## src/rtl/ccd_tg_pkg.sv

```systemverilog
package ccd_tg_pkg;

   // readout style as presented on rd_mode
   typedef enum logic [1:0] {
      RD_PROG     = 2'd0,
      RD_FIELD    = 2'd1,
      RD_FRAME    = 2'd2,
      RD_PROG_ALT = 2'd3
   } rd_mode_e;

   // sequencer phases, in order of occurrence within a frame
   typedef enum logic [2:0] {
      PH_LOAD = 3'd0,   // frame start slot, configuration sampled
      PH_PED  = 3'd1,   // pedestal before photodiode transfer
      PH_PDX  = 3'd2,   // photodiode transfer (third level)
      PH_PDD  = 3'd3,   // settle after transfer
      PH_VX   = 3'd4,   // vertical shift slot(s)
      PH_HD   = 3'd5,   // HCCD delay, shutter window
      PH_HC   = 3'd6    // horizontal clocking
   } phase_e;

   function automatic int unsigned max_u(input int unsigned a, input int unsigned b);
      return (a > b) ? a : b;
   endfunction

endpackage

```

## src/rtl/ccd_tg_seq.sv

```systemverilog
module ccd_tg_seq
   import ccd_tg_pkg::*;
#(
   parameter int ROWS       = 1092,
   parameter int PIX_SINGLE = 1988,
   parameter int PIX_DUAL   = 996,
   parameter int PIX_HALF   = 1,
   parameter int T_PED      = 2000,
   parameter int T_PDX      = 960,
   parameter int T_PDD      = 1600,
   parameter int T_VSLOT    = 240,
   parameter int T_HD       = 560,
   parameter int LINE_W     = 12,
   parameter int CNT_W      = 13
) (
   input  logic              clk,
   input  logic              rst_n,
   input  logic [1:0]        rd_mode,
   input  logic              dual_out,
   input  logic [LINE_W-1:0] shutter_line,
   input  logic [LINE_W-1:0] total_lines,
   output phase_e            phase,
   output logic [CNT_W-1:0]  cnt,
   output logic [LINE_W-1:0] line_idx,
   output rd_mode_e          mode_cur,
   output logic [LINE_W-1:0] shut_cur,
   output logic [LINE_W-1:0] img_lines,
   output logic              field_odd
);

   localparam int HC_SINGLE = PIX_SINGLE * 2 * PIX_HALF;
   localparam int HC_DUAL   = PIX_DUAL * 2 * PIX_HALF;

   phase_e            phase_q;
   logic [CNT_W-1:0]  cnt_q;
   logic [CNT_W-1:0]  last_c;
   logic [LINE_W-1:0] line_q;
   logic              slot_q;
   rd_mode_e          mode_q;
   logic              dual_q;
   logic [LINE_W-1:0] shut_q;
   logic [LINE_W-1:0] nlines_q;
   logic              odd_q;
   logic              next_odd_q;

   logic              cur_prog;
   logic              in_prog;
   logic [LINE_W-1:0] in_img;
   logic [LINE_W-1:0] in_nlines;
   logic              ph_end;

   assign cur_prog  = (mode_q == RD_PROG) || (mode_q == RD_PROG_ALT);
   assign in_prog   = (rd_mode == 2'd0) || (rd_mode == 2'd3);
   assign in_img    = in_prog ? LINE_W'(ROWS) : LINE_W'(ROWS / 2);
   assign in_nlines = (total_lines > in_img) ? total_lines : in_img;
   assign img_lines = cur_prog ? LINE_W'(ROWS) : LINE_W'(ROWS / 2);

   // terminal count of the phase now running
   always_comb begin
      case (phase_q)
         PH_LOAD: last_c = '0;
         PH_PED:  last_c = CNT_W'(T_PED - 1);
         PH_PDX:  last_c = CNT_W'(T_PDX - 1);
         PH_PDD:  last_c = CNT_W'(T_PDD - 1);
         PH_VX:   last_c = CNT_W'(T_VSLOT - 1);
         PH_HD:   last_c = CNT_W'(T_HD - 1);
         PH_HC:   last_c = dual_q ? CNT_W'(HC_DUAL - 1) : CNT_W'(HC_SINGLE - 1);
         default: last_c = '0;
      endcase
   end

   assign ph_end = (cnt_q == last_c);

   always_ff @(posedge clk or negedge rst_n) begin
      if (!rst_n) begin
         phase_q    <= PH_LOAD;
         cnt_q      <= '0;
         line_q     <= '0;
         slot_q     <= 1'b0;
         mode_q     <= RD_PROG;
         dual_q     <= 1'b0;
         shut_q     <= '0;
         nlines_q   <= LINE_W'(ROWS);
         odd_q      <= 1'b0;
         next_odd_q <= 1'b0;
      end else begin
         cnt_q <= ph_end ? '0 : cnt_q + CNT_W'(1);
         if (ph_end) begin
            case (phase_q)
               PH_LOAD: begin
                  phase_q    <= PH_PED;
                  mode_q     <= rd_mode_e'(rd_mode);
                  dual_q     <= dual_out;
                  shut_q     <= shutter_line;
                  nlines_q   <= in_nlines;
                  odd_q      <= in_prog ? 1'b0 : next_odd_q;
                  next_odd_q <= in_prog ? 1'b0 : ~next_odd_q;
               end
               PH_PED: phase_q <= PH_PDX;
               PH_PDX: phase_q <= PH_PDD;
               PH_PDD: begin
                  phase_q <= PH_VX;
                  line_q  <= '0;
                  slot_q  <= 1'b0;
               end
               PH_VX: begin
                  // interlaced lines shift the vertical register twice
                  if (slot_q == ~cur_prog) begin
                     phase_q <= PH_HD;
                     slot_q  <= 1'b0;
                  end else begin
                     slot_q  <= 1'b1;
                  end
               end
               PH_HD: phase_q <= PH_HC;
               PH_HC: begin
                  if (line_q == nlines_q - LINE_W'(1)) begin
                     phase_q <= PH_LOAD;
                  end else begin
                     line_q  <= line_q + LINE_W'(1);
                     phase_q <= PH_VX;
                  end
               end
               default: phase_q <= PH_LOAD;
            endcase
         end
      end
   end

   assign phase     = phase_q;
   assign cnt       = cnt_q;
   assign line_idx  = line_q;
   assign mode_cur  = mode_q;
   assign shut_cur  = shut_q;
   assign field_odd = odd_q;

endmodule

```

## src/rtl/ccd_tg_vdrv.sv

```systemverilog
module ccd_tg_vdrv
   import ccd_tg_pkg::*;
#(
   parameter int T_VE    = 4,
   parameter int V1_HIGH = 120,
   parameter int CNT_W   = 13
) (
   input  phase_e           phase,
   input  logic [CNT_W-1:0] cnt,
   input  rd_mode_e         mode_cur,
   input  logic             field_odd,
   output logic             v1,
   output logic             v2e,
   output logic             v2o,
   output logic             v2e_hi,
   output logic             v2o_hi
);

   logic in_vx;
   logic v1_win;
   logic v2_low;
   logic pd_xfer;
   logic split;

   assign in_vx  = (phase == PH_VX);
   assign v1_win = in_vx && (cnt < CNT_W'(V1_HIGH));

   // V2 low window sits inside the V1 high window, shrunk by T_VE each side
   generate
      if (T_VE == 0) begin : g_v2_flush
         assign v2_low = v1_win;
      end else begin : g_v2_skew
         assign v2_low = in_vx && (cnt >= CNT_W'(T_VE))
                               && (cnt < CNT_W'(V1_HIGH - T_VE));
      end
   endgenerate

   assign v1  = v1_win;
   assign v2e = ~v2_low;
   assign v2o = ~v2_low;

   // photodiode transfer: frame integration moves only one field's rows
   assign pd_xfer = (phase == PH_PDX);
   assign split   = (mode_cur == RD_FRAME);
   assign v2e_hi  = pd_xfer && !(split && field_odd);
   assign v2o_hi  = pd_xfer && !(split && !field_odd);

endmodule

```

## src/rtl/ccd_tg_hdrv.sv

```systemverilog
module ccd_tg_hdrv
   import ccd_tg_pkg::*;
#(
   parameter int PIX_HALF = 1,
   parameter int RST_W    = 1
) (
   input  logic   clk,
   input  logic   rst_n,
   input  phase_e phase,
   output logic   h1,
   output logic   h2,
   output logic   rst_pix
);

   localparam int PER = 2 * PIX_HALF;
   localparam int SW  = (PER <= 2) ? 1 : $clog2(PER);

   logic          act;
   logic [SW-1:0] sc_q;
   logic          first_half;

   assign act = (phase == PH_HC);

   // position inside the current pixel period; cleared outside clocking
   always_ff @(posedge clk or negedge rst_n) begin
      if (!rst_n) begin
         sc_q <= '0;
      end else if (!act || (sc_q == SW'(PER - 1))) begin
         sc_q <= '0;
      end else begin
         sc_q <= sc_q + SW'(1);
      end
   end

   assign first_half = act && (sc_q < SW'(PIX_HALF));
   assign h1 = first_half;
   assign h2 = ~first_half;

   generate
      if (RST_W == PIX_HALF) begin : g_rst_half
         assign rst_pix = first_half;
      end else begin : g_rst_short
         assign rst_pix = act && (sc_q < SW'(RST_W));
      end
   endgenerate

endmodule

```

## src/rtl/ccd_tg_aux.sv

```systemverilog
module ccd_tg_aux
   import ccd_tg_pkg::*;
#(
   parameter int T_SD   = 128,
   parameter int T_S    = 400,
   parameter int CNT_W  = 13,
   parameter int LINE_W = 12
) (
   input  phase_e            phase,
   input  logic [CNT_W-1:0]  cnt,
   input  logic [LINE_W-1:0] line_idx,
   input  logic [LINE_W-1:0] shut_cur,
   input  logic [LINE_W-1:0] img_lines,
   output logic              sub_pulse,
   output logic              line_valid,
   output logic              frame_start
);

   logic line_hit;
   logic win;

   assign line_hit = (shut_cur != '0) && ((line_idx + LINE_W'(1)) == shut_cur);
   assign win      = (cnt >= CNT_W'(T_SD)) && (cnt < CNT_W'(T_SD + T_S));

   assign sub_pulse   = (phase == PH_HD) && line_hit && win;
   assign line_valid  = (phase == PH_HC) && (line_idx < img_lines);
   assign frame_start = (phase == PH_LOAD);

endmodule

```

## src/rtl/ccd_timing_gen.sv

```systemverilog
module ccd_timing_gen
   import ccd_tg_pkg::*;
#(
   parameter int ROWS       = 1092,
   parameter int PIX_SINGLE = 1988,
   parameter int PIX_DUAL   = 996,
   parameter int PIX_HALF   = 1,
   parameter int RST_W      = 1,
   parameter int T_PED      = 2000,
   parameter int T_PDX      = 960,
   parameter int T_PDD      = 1600,
   parameter int T_VSLOT    = 240,
   parameter int V1_HIGH    = 120,
   parameter int T_VE       = 4,
   parameter int T_HD       = 560,
   parameter int T_SD       = 128,
   parameter int T_S        = 400,
   parameter int LINE_W     = 12
) (
   input  logic              clk,
   input  logic              rst_n,
   input  logic [1:0]        rd_mode,
   input  logic              dual_out,
   input  logic [LINE_W-1:0] shutter_line,
   input  logic [LINE_W-1:0] total_lines,
   output logic              v1,
   output logic              v2e,
   output logic              v2o,
   output logic              v2e_hi,
   output logic              v2o_hi,
   output logic              h1,
   output logic              h2,
   output logic              rst_pix,
   output logic              sub_pulse,
   output logic              frame_start,
   output logic              line_valid,
   output logic              field_odd
);

   localparam int unsigned LEN_HEAD = max_u(max_u(T_PED, T_PDX), T_PDD);
   localparam int unsigned LEN_LINE = max_u(T_VSLOT, T_HD);
   localparam int unsigned LEN_PIX  = max_u(PIX_SINGLE, PIX_DUAL) * 2 * PIX_HALF;
   localparam int unsigned MAX_LEN  = max_u(max_u(LEN_HEAD, LEN_LINE), LEN_PIX);
   localparam int          CNT_W    = $clog2(MAX_LEN + 1);

   // parameter sanity, evaluated at elaboration
   generate
      if (T_PED < 1 || T_PDX < 1 || T_PDD < 1 || T_HD < 1) begin : g_bad_len
         $error("ccd_timing_gen: every interval must last at least one cycle");
      end
      if (V1_HIGH >= T_VSLOT || 2 * T_VE >= V1_HIGH) begin : g_bad_vert
         $error("ccd_timing_gen: vertical slot shape is inconsistent");
      end
      if (T_SD < 1 || T_S < 1 || T_SD + T_S > T_HD) begin : g_bad_shut
         $error("ccd_timing_gen: shutter window must fit inside the HCCD delay");
      end
      if (PIX_HALF < 1 || RST_W < 1 || RST_W > PIX_HALF) begin : g_bad_pix
         $error("ccd_timing_gen: pixel period parameters are inconsistent");
      end
      if (ROWS < 2 || (ROWS % 2) != 0 || ROWS >= (1 << LINE_W)) begin : g_bad_rows
         $error("ccd_timing_gen: ROWS must be even and fit in LINE_W bits");
      end
      if (PIX_DUAL < 1 || PIX_DUAL > PIX_SINGLE) begin : g_bad_dual
         $error("ccd_timing_gen: dual pixel count must not exceed single");
      end
   endgenerate

   phase_e            phase;
   logic [CNT_W-1:0]  cnt;
   logic [LINE_W-1:0] line_idx;
   rd_mode_e          mode_cur;
   logic [LINE_W-1:0] shut_cur;
   logic [LINE_W-1:0] img_lines;

   ccd_tg_seq #(
      .ROWS       (ROWS),
      .PIX_SINGLE (PIX_SINGLE),
      .PIX_DUAL   (PIX_DUAL),
      .PIX_HALF   (PIX_HALF),
      .T_PED      (T_PED),
      .T_PDX      (T_PDX),
      .T_PDD      (T_PDD),
      .T_VSLOT    (T_VSLOT),
      .T_HD       (T_HD),
      .LINE_W     (LINE_W),
      .CNT_W      (CNT_W)
   ) u_seq (
      .clk          (clk),
      .rst_n        (rst_n),
      .rd_mode      (rd_mode),
      .dual_out     (dual_out),
      .shutter_line (shutter_line),
      .total_lines  (total_lines),
      .phase        (phase),
      .cnt          (cnt),
      .line_idx     (line_idx),
      .mode_cur     (mode_cur),
      .shut_cur     (shut_cur),
      .img_lines    (img_lines),
      .field_odd    (field_odd)
   );

   ccd_tg_vdrv #(
      .T_VE    (T_VE),
      .V1_HIGH (V1_HIGH),
      .CNT_W   (CNT_W)
   ) u_vdrv (
      .phase     (phase),
      .cnt       (cnt),
      .mode_cur  (mode_cur),
      .field_odd (field_odd),
      .v1        (v1),
      .v2e       (v2e),
      .v2o       (v2o),
      .v2e_hi    (v2e_hi),
      .v2o_hi    (v2o_hi)
   );

   ccd_tg_hdrv #(
      .PIX_HALF (PIX_HALF),
      .RST_W    (RST_W)
   ) u_hdrv (
      .clk     (clk),
      .rst_n   (rst_n),
      .phase   (phase),
      .h1      (h1),
      .h2      (h2),
      .rst_pix (rst_pix)
   );

   ccd_tg_aux #(
      .T_SD   (T_SD),
      .T_S    (T_S),
      .CNT_W  (CNT_W),
      .LINE_W (LINE_W)
   ) u_aux (
      .phase       (phase),
      .cnt         (cnt),
      .line_idx    (line_idx),
      .shut_cur    (shut_cur),
      .img_lines   (img_lines),
      .sub_pulse   (sub_pulse),
      .line_valid  (line_valid),
      .frame_start (frame_start)
   );

endmodule

```

## config.mk

```make
export PLATFORM = sky130hd
export DESIGN_NAME = ccd_timing_gen
export DESIGN_NICKNAME = d
export VERILOG_FILES = /design/src/rtl/ccd_tg_pkg.sv /design/src/rtl/ccd_tg_seq.sv /design/src/rtl/ccd_tg_vdrv.sv /design/src/rtl/ccd_tg_hdrv.sv /design/src/rtl/ccd_tg_aux.sv /design/src/rtl/ccd_timing_gen.sv
export SDC_FILE = /design/constraint.sdc
export NUM_CORES = 1
export LEC_CHECK = 0
export ABC_AREA = 1
export BUFFER_PORTS_ARGS = -buffer_cell sky130_fd_sc_hd__buf_2
export CORE_ASPECT_RATIO = 2
export CORE_UTILIZATION = 30
export CTS_CLUSTER_DIAMETER = 50
export DETAILED_ROUTE_END_ITERATION = 10
export GPL_TIMING_DRIVEN = 0
export PLACE_DENSITY_LB_ADDON = 0.12
export SYNTH_ARGS = -nofsm -noshare
export SYNTH_HDL_FRONTEND = slang
export SYNTH_SLANG_ARGS = --single-unit
```

## constraint.sdc

```tcl
create_clock -name clk -period 2.2 [get_ports clk]
set_input_delay 0.22 -clock clk [delete_from_list [all_inputs] [get_ports clk]]
set_output_delay 0.22 -clock clk [all_outputs]
set_load 0.005 [all_outputs]
```

==> impl_results.md <==
- Wire per inst: about 15 um
- Avg Cell Area, Syn: 6.99 um2
- Area grow syn2layout: 32.1%
- Sum Neg Setup Slack: -0.302 ns
- TritonCTS Sinks: 58
- CORE AREA: 0.0134 mm2
- Synth Flop Type: dfrtp_1
- I/O Pins: 41
- Worst Tran Pin Value: ~0.76 ns
- Die Ht: 168 um
- Max_cap viols: 0
- Maximum clock insertion buffer count: 2
- CP startpoint kind: register
- Hold Crit Class: input pin to asynchronous set/reset pin
- Pwr Density: 518 mW/mm2
- Status: finished, violations left
- DR DRC count: 0
- Synth Area in XOR/XNOR: 6.79%
- Largest net degree at the start of global routing: slightly below 60
- CTS tree: built
- Vias in the first global route: roughly 4100
- Initial antenna violation count: 0
- FF+latch count, synth: 58
- RSZ-0062 raised after global routing: true
- Nets: between 700 and 800
- Rows: 60
- Top cells by area, synth: dfrtp_1 (33%), nand2_1 (15%), nor2_1 (7.3%), nand3_1 (5.8%), inv_1 (5.2%)
- First-pass GRT wire length: between 20000 and 25000 um
- Final HPWL DP: 9710 um
- Multiplexer area fraction after synthesis: 0%
- Post-layout util: roughly two fifths
- Reg2reg end: u_seq.line_idx[8]
- Combinational family with the most area after synthesis: simple AND/OR/NAND/NOR gates
- CTS root buf: clkbuf_16
- Post-synth ARST share: 100%
- Post-synthesis sequential area ratio: a little over a third
- Synth cell types: 37
- FMAX: 422 MHz
- CP arrival: 2.15 ns
- Fillcell total: ~1400
- Synth Area in Compound Gates: 7.72%
- Post-Syn Area: 0.00413 mm2
- WP data required: just under 2 ns
- FF+latch area: 0.00147 mm2
- Hold Slack: -0.0313 ns
- Crit-path max FO: 3
- R2r startpoint: u_seq.phase[0]
- Reg clk slew, reported paths: 0.05 ns
- Post-DRT Antenna Nets: 0
- Final worst-path cycle share: 108%
- Yosys top cell area share: 33.3%
- Hold_buf cts: 0
- Slew Limit Fails: 0
- Drt initial violations: 128
- Share of layout cells above drive strength 1: 27.6%
- Post-synth EDFFs: 0
- Clock skew: between 0.006 and 0.007 ns
- Clock latency on the worst-skew pair: ~0.33 ns
- DIE AREA: about 0.014 mm2
- Final min period: roughly 2.4 ns
- Syn Inst Count: 591
- Maximum vdd drop: approximately 0.35 mV
- Reg2Reg Depth: 15
- H-tree depth: 3
- Pleak: 2.62 nW
- Initial Util: 30.7%
- Synth Area in Simple Gates: 37.0%
- Hold Vio Cnt, Final: 55
- Worst Path Class, Setup: register to primary output
- WL final: 12900 um
- Crit end category: primary output
- Synth Area in Adders: 4.85%
- N_diodes: 0
- Warnings from Yosys: 0
- Slew HR: 49.6%
- Syn nets: 636
- Failing checks: hold timing, setup timing
- DRT Pass-1 Iters: 4
- CTS Buf Count: 9
- Die Wd: 85.0 um
- IO buf count: 40
- Final setup vio count: 2
- Multi-input logic area: 0.00259 mm2
- Worst setup margin: -0.169 ns
- Routability Congestion: ~0.86
- Synth area leader: dfrtp_1
- Total track usage: 18.6%
- Vias: 4071
- Worst reg2reg setup slack: 0.13 ns
- Vias per inst: 4.89
- Grt ovf: 0
[synth_stat cells, types with 3 or more instances]
library cell / count
nand3_2: 3
o21ai_1: 11
nand3_1: 48
nor2_1: 80
clkbuf_1: 6
dfstp_2: 3
o21ai_0: 14
nor3_1: 11
buf_2: 3
or2_2: 5
nand4_1: 23
ha_1: 16
inv_1: 57
buf_4: 8
nor3b_1: 3
a21oi_1: 13
inv_2: 4
nand2_1: 169
xor2_1: 21
o21ai_2: 8
dfrtp_1: 55
xnor2_1: 11
[routing by layer]
| metal | vias up | share of wire (%) | global-route usage (%) |
|---|---|---|---|
| met5 | - | 0 | 0 |
| met4 | 0 | 4.9 | 9.65 |
| met3 | 34 | 2.5 | 3.48 |
| met1 | 1899 | 35 | 17.7 |
| li1 | 2077 | - | - |
| met2 | 61 | 58 | 36.6 |
[worst max-delay path by stage]
| stage | cells past startpoint | startpoint | slack (ns) | to |
|---|---|---|---|---|
| final | 11 | u_seq.mode_cur[1] | -0.17 | line_valid |
| after global routing | 11 | u_seq.mode_cur[1] | -0.34 | line_valid |
| after CTS | 11 | u_seq.mode_cur[1] | -0.19 | line_valid |
| after detailed placement | 12 | rd_mode[1] | -0.31 | u_seq.nlines_q[9] |
| after global placement | 12 | rd_mode[1] | -0.30 | u_seq.nlines_q[5] |
| after floorplan | 14 | u_seq.nlines_q[0] | 0.28 | u_seq.line_idx[10] |
[placed cells by master, fill, tap and decap left out, drive strengths merged, types with 2 or more instances in the layout]
| cell | netlist | routed |
|---|---|---|
| a21oi | 13 | 13 |
| buf | 13 | 85 |
| clkbuf | 6 | 17 |
| clkinv | 0 | 4 |
| dfrtp | 55 | 55 |
| dfstp | 3 | 3 |
| ha | 16 | 16 |
| inv | 61 | 59 |
| nand2 | 170 | 171 |
| nand3 | 51 | 51 |
| nand3b | 2 | 2 |
| nand4 | 23 | 23 |
| nor2 | 83 | 83 |
| nor3 | 11 | 11 |
| nor3b | 3 | 3 |
| nor4 | 2 | 2 |
| o21ai | 33 | 33 |
| or2 | 5 | 5 |
| xnor2 | 11 | 11 |
| xor2 | 21 | 21 |
[flip-flops by register name (all words and copies together), names as in the netlist]
signal / cells
u_seq.next_odd_q: 1
u_seq.phase: 3
u_seq.nlines_q: 12
u_seq.cnt: 12
u_seq.dual_q: 1
u_seq.field_odd: 1
u_seq.shut_cur: 12
u_seq.line_idx: 12
u_seq.mode_cur: 2
u_seq.slot_q: 1
u_hdrv.sc_q: 1
[critical path, stage by stage, from the launching register on]
cell and delay [ns]:
dfrtp_1 0.40, ha_4 0.31, inv_4 0.04, ha_1 0.26
o21ai_1 0.07, nand2_1 0.06, nand3_1 0.06, nand3_1 0.08
a21oi_1 0.13, nor2_1 0.06, nor4_2 0.17, buf_2 0.16
[power breakdown]
group          leakage [nW]  switching (mW)  internal (mW)
registers             0.716          0.0593           1.12
clock network         0.138           0.487          0.810
logic                  1.76           0.204          0.151
total                  2.62           0.750           2.08
[cells by family (layout without fill, tap and decap cells)]
logic type,after synthesis,in the layout
AOI/OAI and AO/OA,54,54
xor gates and xnor gates,32,32
adders and majority gates,16,16
buffers and inverters,80,166
DFF,58,58
and+or+nand+nor,351,352
[through the flow]
step | std cells | power [mW] | setup WS (ns) | area [um2] | hold slack [ns]
floorplan | 591 | 1.36 | 0.281 | 4130 | -0.0756
global placement | 786 | 1.48 | -0.298 | 4520 | 0.422
CTS | 806 | 2.83 | -0.189 | 4960 | 0.110
global route | 833 | 2.99 | -0.343 | 5450 | 0.0432
finish | 833 | 2.83 | -0.169 | 5450 | -0.0313
detailed placement | 786 | 1.49 | -0.312 | 4520 | 0.424
[what timing repair did]
| item | 4_1_cts | 5_1_grt |
|---|---|---|
| gates cloned | 0 | 5 |
| setup buffers | 7 | 22 |
| setup endpoints to repair | 58 | 61 |
| pin swaps | 5 | 13 |
| gates resized for setup | 32 | 66 |
[area by class of cell]
type,count,share of cell area [%]
buffer,17,3.05
sequential,58,26.9
tap,155,3.56
clock inverter,3,0.275
timing repair buffer,73,9.68
inverter,61,4.38
clock buffer,12,4.70
multi-input combinational,454,47.4
Power figures use the tool's default switching activity.
